<file path="src/rtl/mac_shift_pkg.sv">
package mac_shift_pkg;
    typedef enum logic [1:0] {
        ST_IDLE  = 2'd0,
        ST_SHIFT = 2'd1,
        ST_DONE  = 2'd2
    } shift_state_t;
endpackage

</file>
<file path="src/rtl/mac_bit_counter.sv">
module mac_bit_counter #(
    parameter int MAX_BITS = 160,
    localparam int CW = $clog2(MAX_BITS)
) (
    input  logic          clk,
    input  logic          rst_n,
    input  logic          clr,
    input  logic          inc,
    output logic [CW-1:0] cnt,
    output logic          last
);
    localparam logic [CW-1:0] LAST_IDX = CW'(MAX_BITS - 1);

    assign last = (cnt == LAST_IDX);

    always_ff @(posedge clk or negedge rst_n) begin
        if (!rst_n)   cnt <= '0;
        else if (clr) cnt <= '0;
        else if (inc) cnt <= last ? '0 : cnt + 1'b1;
    end

    // the position never leaves the 160-bit stream
    assert_cnt_in_range_R2: assert property (@(posedge clk) disable iff (!rst_n)
        cnt <= LAST_IDX);

    // a clear always lands on bit 0
    assert_clear_to_zero_R8: assert property (@(posedge clk) disable iff (!rst_n)
        clr |=> (cnt == '0));
endmodule

</file>
<file path="src/rtl/mac_shift_fsm.sv">
module mac_shift_fsm
    import mac_shift_pkg::*;
(
    input  logic clk,
    input  logic rst_n,
    input  logic load,
    input  logic bus_reset,
    input  logic slot,
    input  logic last,
    output logic clr,
    output logic inc,
    output logic shifting,
    output logic done
);
    shift_state_t state, state_nx;

    always_ff @(posedge clk or negedge rst_n) begin
        if (!rst_n) state <= ST_IDLE;
        else        state <= state_nx;
    end

    always_comb begin
        state_nx = state;
        unique case (state)
            ST_IDLE:  if (load) state_nx = ST_SHIFT;
            ST_SHIFT: begin
                if (load || bus_reset)  state_nx = ST_SHIFT;
                else if (slot && last)  state_nx = ST_DONE;
            end
            ST_DONE:  if (load || bus_reset) state_nx = ST_SHIFT;
            default:  state_nx = ST_IDLE;
        endcase
    end

    always_comb begin
        clr      = load || (bus_reset && state != ST_IDLE);
        inc      = (state == ST_SHIFT) && slot && !load && !bus_reset;
        shifting = (state == ST_SHIFT);
        done     = (state == ST_DONE);
    end

    // the slot carrying the last bit ends the transfer
    assert_done_after_last_R4: assert property (@(posedge clk) disable iff (!rst_n)
        (shifting && slot && last && !load && !bus_reset) |=> done);

    // done stays until load or bus reset
    assert_done_holds_R4: assert property (@(posedge clk) disable iff (!rst_n)
        (done && !load && !bus_reset) |=> done);

    // bus reset after a load resumes shifting
    assert_bus_reset_restart_R9: assert property (@(posedge clk) disable iff (!rst_n)
        (bus_reset && (shifting || done)) |=> shifting);
endmodule

</file>
<file path="src/rtl/mac_shift_port.sv">
module mac_shift_port #(
    parameter int WORD_W    = 32,
    parameter int NUM_WORDS = 5,
    localparam int MAC_W    = WORD_W * NUM_WORDS,
    localparam int CW       = $clog2(MAC_W)
) (
    input  logic             clk,
    input  logic             rst_n,
    input  logic             load,
    input  logic             bus_reset,
    input  logic             dir_tx,
    input  logic [MAC_W-1:0] mac_in,
    input  logic             slot,
    input  logic             sdi,
    output logic             sdo,
    output logic             done,
    output logic             equal
);
    logic [MAC_W-1:0] mac_q;
    logic [MAC_W-1:0] rx_q;
    logic             tx_q;
    logic [CW-1:0]    bit_pos;
    logic             at_last, cnt_clr, cnt_inc, shifting;

    mac_bit_counter #(.MAX_BITS(MAC_W)) u_cnt (
        .clk (clk), .rst_n(rst_n), .clr(cnt_clr), .inc(cnt_inc),
        .cnt (bit_pos), .last(at_last)
    );

    mac_shift_fsm u_fsm (
        .clk (clk), .rst_n(rst_n), .load(load), .bus_reset(bus_reset),
        .slot(slot), .last(at_last), .clr(cnt_clr), .inc(cnt_inc),
        .shifting(shifting), .done(done)
    );

    always_ff @(posedge clk or negedge rst_n) begin
        if (!rst_n) begin
            mac_q <= '0;
            tx_q  <= 1'b0;
        end else if (load) begin
            mac_q <= mac_in;
            tx_q  <= dir_tx;
        end
    end

    // received bits enter at the top and move down; after 160 slots bit 0 holds the first
    always_ff @(posedge clk or negedge rst_n) begin
        if (!rst_n)                 rx_q <= '0;
        else if (cnt_inc && !tx_q)  rx_q <= {sdi, rx_q[MAC_W-1:1]};
    end

    always_comb begin
        sdo   = (shifting && tx_q) ? mac_q[bit_pos] : 1'b1;
        equal = done && !tx_q && (rx_q == mac_q);
    end

    // a match is only reported once the stream is complete
    assert_equal_needs_done_R7: assert property (@(posedge clk) disable iff (!rst_n)
        equal |-> done);

    // the transmitted bit moves only on a slot
    assert_sdo_steady_R3: assert property (@(posedge clk) disable iff (!rst_n)
        (shifting && tx_q && !slot && !load && !bus_reset) |=> $stable(sdo));

    // slots after completion leave the received code alone
    assert_rx_frozen_R10: assert property (@(posedge clk) disable iff (!rst_n)
        (done && !load && !bus_reset) |=> $stable(rx_q));

    // a load always reopens the transfer
    assert_load_clears_done_R8: assert property (@(posedge clk) disable iff (!rst_n)
        load |=> !done);
endmodule

</file>
<file path="config.mk">
export PLATFORM = sky130hd
export DESIGN_NAME = mac_shift_port
export DESIGN_NICKNAME = d
export VERILOG_FILES = /design/src/rtl/mac_shift_pkg.sv /design/src/rtl/mac_bit_counter.sv /design/src/rtl/mac_shift_fsm.sv /design/src/rtl/mac_shift_port.sv
export SDC_FILE = /design/constraint.sdc
export NUM_CORES = 1
export LEC_CHECK = 0
export BUFFER_PORTS_ARGS = -buffer_cell sky130_fd_sc_hd__buf_2
export CORE_ASPECT_RATIO = 1.2
export CORE_MARGIN = 3
export CORE_UTILIZATION = 55
export CTS_CLUSTER_SIZE = 25
export DETAILED_ROUTE_END_ITERATION = 10
export GPL_TIMING_DRIVEN = 0
export PLACE_DENSITY = 0.76
export SLEW_MARGIN = 5
export SYNTH_ARGS = -nofsm -noshare
export SYNTH_HDL_FRONTEND = slang
export SYNTH_SLANG_ARGS = --single-unit
export TNS_END_PERCENT = 20
</file>
<file path="constraint.sdc">
create_clock -name clk -period 8.89 [get_ports clk]
set_input_delay 2.667 -clock clk [delete_from_list [all_inputs] [get_ports clk]]
set_output_delay 2.667 -clock clk [all_outputs]
set_load 0.05 [all_outputs]
</file>
==> key figures <==
STA
  • Tcrit/Tclk final: 71.4%
  • WHS: 0.518 ns
  • Final worst slack: 2.55 ns
  • Worst slew pin tran: 1.09 ns
  • Final Hold Fails: 0
  • Final slew viol count: 0
  • Final Skew: ~0.022 ns
  • Peak Freq: 158 MHz
  • Rel. slew slack: 27.1%
  • Setup TNS: 0 ns
  • Minimum clock period: 6.34 ns
  • RSZ-0062 raised after global routing: no
  • Final setup vio count: 0

Floorplan
  • Top Ports: 170
  • Starting density of the core: 56.6%
  • Die X: 159 µm
  • Core area: 0.0274 mm²
  • Die H: 190 µm
  • Num rows: 66
  • Area of the die: around 0.030 mm²

Layout
  • Fraction of layout cells with a size suffix above 1: 43.5%
  • Fillers: 2080
  • Area growth from synthesis to layout: 16.2%
  • Diode count: 0
  • FF+latch area: 0.00828 mm²
  • Final Cell Area: around 0.018 mm²
  • Fin util: 65.8%
  • Non-Filler Instances: 1727
  • Multi-input gate area: slightly below 0.007 mm²
  • Nets@finish: ~1500

Setup path
  • CP max stage delay: 0.45 ns
  • CP max stage cell: buf_2
  • WP data required: 6.22 ns
  • WP data arrival: 3.68 ns
  • Startpoint Class: flop
  • Crit end category: output pin
  • Crit Path Category: flop to output pin
  • CP Cell Sequence: clkbuf_1 -> buf_2 -> buf_2 -> mux2i_1 -> nand2_1 -> a311oi_1 -> nor4_1 -> or3_1 -> buf_2
  • CP max FO: 10
  • Most frequent CP cell: buf_2

Power and ir drop
  • Static leakage: between 8 and 9 nW
  • Total power draw: 3.74 mW
  • VDD IR-drop max: a little over 200 µV
  • Pwr/cell area: roughly 210 mW/mm²

Logic synthesis
  • Mapped Nets: 1289
  • Mapped cell area: 0.0155 mm²
  • Asr flop ratio synth: 100%
  • Largest family of logic cells by synthesized area: multiplexers
  • Yosys reg bits: 331
  • Top FF cell, synth: dfrtp_1
  • Yosys warns: 0
  • Cells after Synth: 1121
  • Synth top area cells: dfrtp_1 53%, mux2_2 22%, xnor2_1 6.2%, mux4_2 4.1%, xor2_1 2.1%
  • Adder-Cell Fraction of Synth Area: less than 1%
  • Synth top area share: 53.4%
  • Synth Area in XOR/XNOR: 8.30%
  • Post-synth top area cell: dfrtp_1
  • Synth Area in Compound Gates: 3.17%
  • Synth unique cells: 45
  • Post-synth EDFFs: 0
  • Register area share after synthesis: approximately 53%
  • Post-synthesis mux area share: between 20% and 30%
  • Synthesized-area fraction occupied by and/or/nand/nor cells: 4.55%
  • Synthesized area per cell: 13.8 µm²

Clock network
  • Setup Buffers After CTS: 0
  • Clock Latency Late Sink: 0.53 ns
  • CTS Sinks: between 300 and 400
  • CTS Hold Bufs: 0
  • CTS resizes: 0
  • TritonCTS buffer count: 35
  • CTS tree: done
  • Clock root cell: clkbuf_16
  • CTS H-tree depth: 2
  • Clock slew at reported path FFs: 0.06 ns
  • Max Root-Sink Buffers: 3

Route
  • Final wirelength: 44400 µm
  • Post-DRT Antenna Nets: 0
  • First-pass DRT Iterations: 5
  • Via count: 10300
  • Avg WL per Cell: 25.7 µm
  • 1st-iter DRT viols: 831
  • Via-per-instance ratio: 5.99
  • Drt drc: 0

GRT
  • Largest net degree at the start of global routing: 112
  • GRT Total Usage: 29.5%
  • First-pass GRT wire length: 66300 µm
  • Initial antenna violation count: 1
  • Vias in the first global route: 10900
  • GRT overflow: 0

Place
  • GP Congestion: 0.991
  • # port buffers: 168
  • Placed Cells: 1666
  • DP HPWL: 33900 µm
  • DP Worst Slack: 3.19 ns
  • Placed cell areas: about 0.017 mm²

Worst hold path
  • Tightest Hold Check Type: flop to flop

Outcome
  • Status: completed

Job
  • Max Cap Viol: 0
## cell type report
class / count / share of cell area, %
Inverter: 23 / 0.479
Sequential cell: 331 / 45.9
Clock inverter: 9 / 0.486
Clock buffer: 52 / 5.66
Buffer: 54 / 1.53
Timing Repair Buffer: 171 / 5.18
Tap cell: 374 / 2.60
Multi-Input combinational cell: 713 / 38.1
## critical path: cells and delay by family, from the launching register on
family                 cells  cell delay (ns)
and+or+nand+nor            3             0.58
muxes                      1             0.33
AOI/OAI and AO/OA          1             0.36
buffers and inverters      4             1.52
DFF                        1             0.36
## layer usage
layer  wire [µm]  part of all wire, %  GRT usage (%)
met5          20                0.045              0
met3        3710                  8.3           7.23
met1       16900                   38           37.0
met2       21500                   48           48.5
met4        2260                  5.1           13.7
## final timing paths
kind	startpoint	end	slack [ns]	cells past startpoint
max in group asynchronous	rst_n	mac_q[43]	5.52	3
setup reg to reg	u_fsm.state[0]	rx_q[61]	6.19	6
min in group asynchronous	rst_n	mac_q[4]	2.06	1
setup / recovery	u_cnt.cnt[1]	sdo	2.55	9
hold / removal	rx_q[113]	rx_q[112]	0.52	1
hold reg to reg	rx_q[113]	rx_q[112]	0.52	1
## power breakdown
group / switching [mW] / internal, mW / total [mW]
Combinational: 0.270 / 0.270 / 0.541
Clock: 0.596 / 0.827 / 1.42
Sequential: 0.141 / 1.64 / 1.78
Total: 1.01 / 2.73 / 3.74
## state kept, by name, indices dropped and copies added, names as in the netlist
register / cells
mac_q: 160
tx_q: 1
u_cnt.cnt: 8
rx_q: 160
u_fsm.state: 2
## Yosys cell counts (all sizes together) (20+ instances only)
cell type and instances:
buf 25, clkbuf 29, dfrtp 331, inv 23
mux2 308, mux2i 20, mux4 31, nand2 32
nand4 33, nor4 20, o21ai 25, xnor2 109
xor2 38
## cells by family (layout without fill, tap and decap cells)
family          after synthesis  count (layout)
mux                         359             359
simple gates                131             131
flops                       331             331
xor+xnor                    147             147
buf+inv                      77             309
fa+ha+maj                     1               1
compound gates               75              75
## placed cells by master (no fill, tap or decap), types with 4 or more instances in the layout
cell type / count
buf_2: 188
nand4_1: 33
nand2_1: 32
a22oi_1: 8
nor4_1: 20
or2_2: 4
nor2b_1: 5
mux2i_1: 20
o211ai_1: 4
nor3_1: 4
nand3_1: 5
xor2_1: 38
a221oi_1: 4
dfrtp_1: 331
nor2_1: 13
o21ai_0: 25
clkbuf_16: 36
mux4_2: 28
xnor2_1: 109
clkinv_2: 5
a21oi_1: 5
mux2_2: 308
inv_1: 23
o22ai_1: 12
and3_1: 4
clkbuf_1: 39
clkbuf_8: 6
Power figures use the tool's default switching activity.
